File: config.mk
export PLATFORM = sky130hd
export DESIGN_NAME = mbx_hub
export DESIGN_NICKNAME = d
export VERILOG_FILES = /design/src/rtl/mbx_pkg.sv /design/src/rtl/mbx_queue.sv /design/src/rtl/mbx_user.sv /design/src/rtl/mbx_hub.sv
export SDC_FILE = /design/constraint.sdc
export NUM_CORES = 2
export LEC_CHECK = 0
export BUFFER_PORTS_ARGS = -buffer_cell sky130_fd_sc_hd__clkbuf_2
export CORE_UTILIZATION = 30
export DETAILED_ROUTE_END_ITERATION = 6
export REMOVE_ABC_BUFFERS = 1
export SKIP_CTS_REPAIR_TIMING = 1
export SYNTH_ARGS = -nofsm -noshare
export SYNTH_HDL_FRONTEND = slang
export SYNTH_SLANG_ARGS = --single-unit
File: constraint.sdc
create_clock -name clk -period 10 [get_ports clk]
set_input_delay 2 -clock clk [delete_from_list [all_inputs] [get_ports clk]]
set_output_delay 2 -clock clk [all_outputs]
set_load 0.005 [all_outputs]
File: src/rtl/mbx_pkg.sv
package mbx_pkg;
  localparam int MBX_AW = 8;

  typedef enum logic [2:0] {
    RGN_QUEUE = 3'd0,
    RGN_USER  = 3'd1
  } region_e;

  typedef enum logic [1:0] {
    AR_MSG  = 2'd0,
    AR_CNT  = 2'd1,
    AR_FULL = 2'd2,
    AR_NONE = 2'd3
  } q_area_e;

  typedef enum logic [1:0] {
    UR_RAW   = 2'd0,
    UR_STAT  = 2'd1,
    UR_ENSET = 2'd2,
    UR_ENCLR = 2'd3
  } u_reg_e;
endpackage

File: src/rtl/mbx_queue.sv
module mbx_queue #(
  parameter int DEPTH = 4,
  parameter int DW    = 32,
  localparam int PW   = (DEPTH > 1) ? $clog2(DEPTH) : 1,
  localparam int CW   = $clog2(DEPTH + 1)
) (
  input  logic          clk,
  input  logic          rst_n,
  input  logic          push,
  input  logic          pop,
  input  logic [DW-1:0] wdata,
  output logic [DW-1:0] head,
  output logic [CW-1:0] count,
  output logic          full,
  output logic          pushed,
  output logic          freed
);
  logic [DW-1:0] mem [DEPTH];
  logic [PW-1:0] wr_ptr, rd_ptr;
  logic [DW-1:0] last_q;
  logic          empty, pop_ok;

  assign full   = (count == CW'(DEPTH));
  assign empty  = (count == '0);
  assign pushed = push && !full;
  assign pop_ok = pop && !empty;
  assign freed  = pop_ok && full;
  // an empty queue repeats the word it gave out last
  assign head   = empty ? last_q : mem[rd_ptr];

  function automatic logic [PW-1:0] nxt(input logic [PW-1:0] p);
    return (p == PW'(DEPTH - 1)) ? '0 : p + 1'b1;
  endfunction

  always_ff @(posedge clk) begin
    if (pushed) mem[wr_ptr] <= wdata;
  end

  always_ff @(posedge clk) begin
    if (!rst_n) begin
      wr_ptr <= '0;
      rd_ptr <= '0;
      count  <= '0;
      last_q <= '0;
    end else begin
      if (pushed) wr_ptr <= nxt(wr_ptr);
      if (pop_ok) begin
        rd_ptr <= nxt(rd_ptr);
        last_q <= mem[rd_ptr];
      end
      case ({pushed, pop_ok})
        2'b10:   count <= count + 1'b1;
        2'b01:   count <= count - 1'b1;
        default: count <= count;
      endcase
    end
  end
endmodule

File: src/rtl/mbx_user.sv
module mbx_user #(
  parameter int NQ  = 8,
  localparam int SW = 2 * NQ
) (
  input  logic          clk,
  input  logic          rst_n,
  input  logic [NQ-1:0] ev_new,
  input  logic [NQ-1:0] ev_space,
  input  logic          en_set,
  input  logic          en_clr,
  input  logic          st_clr,
  input  logic [SW-1:0] wmask,
  output logic [SW-1:0] raw,
  output logic [SW-1:0] en,
  output logic          irq
);
  logic [SW-1:0] ev;

  for (genvar q = 0; q < NQ; q++) begin : g_ev
    assign ev[2*q]   = ev_new[q];
    assign ev[2*q+1] = ev_space[q];
  end

  always_ff @(posedge clk) begin
    if (!rst_n) begin
      raw <= '0;
      en  <= '0;
    end else begin
      // a fresh event wins over a clear in the same cycle
      raw <= (raw & ~(st_clr ? wmask : '0)) | ev;
      if (en_set)      en <= en | wmask;
      else if (en_clr) en <= en & ~wmask;
    end
  end

  assign irq = |(raw & en);
endmodule

File: src/rtl/mbx_hub.sv
module mbx_hub
  import mbx_pkg::*;
#(
  parameter int NQ    = 8,
  parameter int NU    = 4,
  parameter int DEPTH = 4,
  parameter int DW    = 32
) (
  input  logic              clk,
  input  logic              rst_n,
  input  logic              bus_valid,
  output logic              bus_ready,
  input  logic              bus_write,
  input  logic [MBX_AW-1:0] bus_addr,
  input  logic [DW-1:0]     bus_wdata,
  output logic              rsp_valid,
  output logic [DW-1:0]     rsp_data,
  output logic [NU-1:0]     irq
);
  localparam int CW = $clog2(DEPTH + 1);
  localparam int SW = 2 * NQ;

  region_e rgn;
  q_area_e area;
  u_reg_e  ureg;
  logic [2:0] qidx, uidx;
  logic       q_msg;

  assign bus_ready = 1'b1;
  assign rgn  = region_e'(bus_addr[7:5]);
  assign area = q_area_e'(bus_addr[4:3]);
  assign qidx = bus_addr[2:0];
  assign uidx = bus_addr[4:2];
  assign ureg = u_reg_e'(bus_addr[1:0]);
  assign q_msg = bus_valid && (rgn == RGN_QUEUE) && (area == AR_MSG);

  logic [NQ-1:0][DW-1:0] q_head;
  logic [NQ-1:0][CW-1:0] q_cnt;
  logic [NQ-1:0]         q_full, ev_new, ev_space;

  for (genvar q = 0; q < NQ; q++) begin : g_q
    mbx_queue #(.DEPTH(DEPTH), .DW(DW)) u_queue (
      .clk    (clk),
      .rst_n  (rst_n),
      .push   (q_msg && bus_write && (qidx == 3'(q))),
      .pop    (q_msg && !bus_write && (qidx == 3'(q))),
      .wdata  (bus_wdata),
      .head   (q_head[q]),
      .count  (q_cnt[q]),
      .full   (q_full[q]),
      .pushed (ev_new[q]),
      .freed  (ev_space[q])
    );
  end

  logic [NU-1:0][SW-1:0] usr_raw, usr_en;

  for (genvar u = 0; u < NU; u++) begin : g_u
    logic hit;
    assign hit = bus_valid && bus_write && (rgn == RGN_USER) && (uidx == 3'(u));
    mbx_user #(.NQ(NQ)) u_user (
      .clk      (clk),
      .rst_n    (rst_n),
      .ev_new   (ev_new),
      .ev_space (ev_space),
      .en_set   (hit && (ureg == UR_ENSET)),
      .en_clr   (hit && (ureg == UR_ENCLR)),
      .st_clr   (hit && (ureg == UR_STAT)),
      .wmask    (bus_wdata[SW-1:0]),
      .raw      (usr_raw[u]),
      .en       (usr_en[u]),
      .irq      (irq[u])
    );
  end

  logic [DW-1:0] rd_val;

  always_comb begin
    rd_val = '0;
    if (rgn == RGN_QUEUE) begin
      for (int q = 0; q < NQ; q++) begin
        if (qidx == 3'(q)) begin
          case (area)
            AR_MSG:  rd_val = q_head[q];
            AR_CNT:  rd_val = DW'(q_cnt[q]);
            AR_FULL: rd_val = DW'(q_full[q]);
            default: rd_val = '0;
          endcase
        end
      end
    end else if (rgn == RGN_USER) begin
      for (int u = 0; u < NU; u++) begin
        if (uidx == 3'(u)) begin
          case (ureg)
            UR_RAW:  rd_val = DW'(usr_raw[u]);
            UR_STAT: rd_val = DW'(usr_raw[u] & usr_en[u]);
            default: rd_val = DW'(usr_en[u]);
          endcase
        end
      end
    end
  end

  always_ff @(posedge clk) begin
    if (!rst_n) begin
      rsp_valid <= 1'b0;
      rsp_data  <= '0;
    end else begin
      rsp_valid <= bus_valid && !bus_write;
      if (bus_valid && !bus_write) rsp_data <= rd_val;
    end
  end
endmodule

==> results_dict.tcl <==
set metrics [dict create \
    status "complete, no violations" \
    yosysWarnings 0 \
    antenna_found_initial 12 \
    syn_to_final_growth_pct 13.35 \
    ant_nets 0 \
    dieArea_um2 205000 \
    synth_cells 4427 \
    synth_most_common_cell "edfxtp_1" \
    cts_tree "done" \
    synth_commonest_cells "edfxtp_1, nand2_1, dfxtp_1, a21oi_1, mux4_2" \
    finalCriticalPeriod_ns 5.826 \
    power.density_nw_per_um2 184.2 \
    r2r_slack_ns 5.79 \
    die_x_um 452.8 \
    core_um2 202100 \
    firstDrtPassIters 6 \
    setup_viol_count_final 0 \
    seq_area_frac_synth_pct 66.49 \
    clk_pin_slew_worst_paths_ns 0.06 \
    crit_path_top_delay_cell "nand3_2" \
    max_stage_delay_ns 0.74 \
    final.setup.tns_ns 0 \
    tightest_slew_ns 1.306 \
    yosysUniqueCellTypes 78 \
    vias 38231 \
    grt_max_degree 191 \
    nNetsFinal 4539 \
    cp-end-kind "flop" \
    critPathRequiredTime_ns 10.69 \
    synth_area_leaders "edfxtp_1, dfxtp_1, mux4_2, nand2_1, a21oi_1" \
    async_flop_share_pct 0 \
    hold_viol 0 \
    grt_pass1_vias 36659 \
    track_usage_pct 16.40 \
    synth_ff_type "edfxtp_1" \
    initial_utilization_pct 30.17 \
    min_path_type "reg2reg" \
    yosys.area.top_type "edfxtp_1" \
    cp_data_arrival_time_ns 6.52 \
    rsz0062_at_grt "no" \
    yosysTopAreaCellShare_pct 50.43 \
    cap_violations 0 \
    leakage_nw 20.83 \
    ir_worst_vdd_uv 121.6 \
    dieHeight_um 452.8 \
    total_power_mw 12.73 \
    cts.path.max_buffers 3 \
    synth_edf_count 1024 \
    cts.sinks 1513 \
    clockRootBuffer "clkbuf_16" \
    max_slew_margin_pct 12.83 \
    drive_above_1_share_pct 16.16 \
    portBuffers 80 \
    critical_path.cell_chain "buf_2, buf_4, nand2b_1, nor2_2, nand3_2, clkinv_1, buf_4, ha_1, inv_1, fa_1, xor2_1, or3_1, a21oi_1" \
    finalClockSkew_ns 0.02026 \
    startpoint_type "primary input" \
    synth_seq_cells 1513 \
    crit_path_max_fanout 42 \
    avgSynthCellArea_um2 13.77 \
    drv_slew 0 \
    htree_levels 4 \
    routedWlPerCell_um 23.64 \
    gr-total-overflow 0 \
    place_hpwl_um 106700 \
    cts_made_buffers 151 \
    max_freq_mhz 171.6 \
    drcViolationCount 0 \
    num_rows 165 \
    gp_congestion 0.8735 \
    period_share_pct 58.26 \
    first_iter_violations 4310 \
    routed_wl_um 171200 \
    worstSetupPathType "in2reg" \
    syn_area_um2 60970 \
    fin_cells 7241 \
    clock_latency_ns 0.79 \
    grt_pass1_wl_um 250700 \
    dpl.cell_count 6958 \
    crit_top_cell "buf_4" \
    final_util_pct 34.19 \
    viasPerCell 5.280 \
    io_pins 82 \
    fin_hold_ws_ns 0.4515 \
]
## kinds of logic after synthesis
kind of cell    after synthesis  synth area share [%]
xor+xnor                     16                0.2298
other cells                   1              0.006150
simple gates               1196                 8.336
buf+inv                     385                 3.035
flops                      1513                 66.49
compound gates              901                 9.372
fa+ha+maj                    56                 1.248
mux                         359                 11.28
## cell usage in the layout (no fill, tap or decap), types with 16 or more instances in the layout
| master | count |
|---|---|
| a311oi_1 | 74 |
| a221oi_1 | 24 |
| nand3_1 | 83 |
| nand4_1 | 18 |
| clkbuf_16 | 155 |
| nor3_1 | 22 |
| inv_1 | 54 |
| clkinv_2 | 24 |
| mux2i_1 | 99 |
| o21ai_0 | 57 |
| edfxtp_1 | 1024 |
| and2_2 | 19 |
| nand2_1 | 831 |
| o22ai_1 | 55 |
| a22oi_1 | 54 |
| mux4_2 | 239 |
| a31oi_1 | 18 |
| dfxtp_1 | 478 |
| mux4_1 | 18 |
| o221ai_1 | 43 |
| or3_1 | 17 |
| clkbuf_1 | 36 |
| clkbuf_2 | 78 |
| a21oi_1 | 458 |
| xor2_1 | 16 |
| nor2_1 | 106 |
| clkinv_1 | 22 |
| a22o_1 | 36 |
| buf_4 | 99 |
| ha_1 | 48 |
## state kept, by name (all words and copies together) (netlist names), named ones only
| register | flops |
|---|---|
| g_q.u_queue.mem | 1024 |
| g_q.u_queue.last_q | 256 |
| g_u.u_user.raw | 64 |
| rsp_data | 32 |
| g_q.u_queue.count | 24 |
| g_q.u_queue.rd_ptr | 16 |
| g_q.u_queue.wr_ptr | 16 |
| rsp_valid | 1 |
## layout make-up
type	count	area, um^2
fill	19258	133000
sequential	1513	40550
multi-input combinational	2529	18730
clock buffer	203	4173
tap	2672	3343
timing repair buffer	179	1159
clock inverter	77	898.4
inverter	65	251.5
antenna	3	7.507
## final timing paths
path,depth (start not counted),startpoint,to
worst max register to register,11,g_q[4].u_queue.count[0],g_q[4].u_queue.count[2]
worst min register to register,2,g_q[1].u_queue.last_q[0],g_q[1].u_queue.last_q[0]
worst max-delay path,13,bus_addr[1],g_q[4].u_queue.count[2]
worst min-delay path,2,g_q[1].u_queue.last_q[0],g_q[1].u_queue.last_q[0]
## power breakdown
group | internal, mW | switching (mW)
clock | 3.35 | 2.44
combinational | 0.0382 | 0.226
sequential | 6.67 | 0.00162
## layer usage
metal,vias up,share of wire (%),GRT usage [%]
met5,-,0.041,0
met4,10,3.1,5.784
met3,258,7.2,2.625
met2,1589,47,26.26
met1,19585,43,22.45
li1,16789,-,-
## through the flow
stage,setup WS (ns),area [um^2]
final,4.174,69110
after global routing,3.965,69110
after global placement,3.499,64030
after CTS,4.265,69100
after detailed placement,3.435,64030
after floorplan,2.591,59360
## critical path, delay by kind of cell
family                     cells  cell delay (ns)
AOI/OAI and AO/OA              1             0.14
adders and majority gates      2             0.60
buffers and inverters          5             1.47
xor gates and xnor gates       1             0.16
and+or+nand+nor                4             2.07
Power figures use the tool's default switching activity.
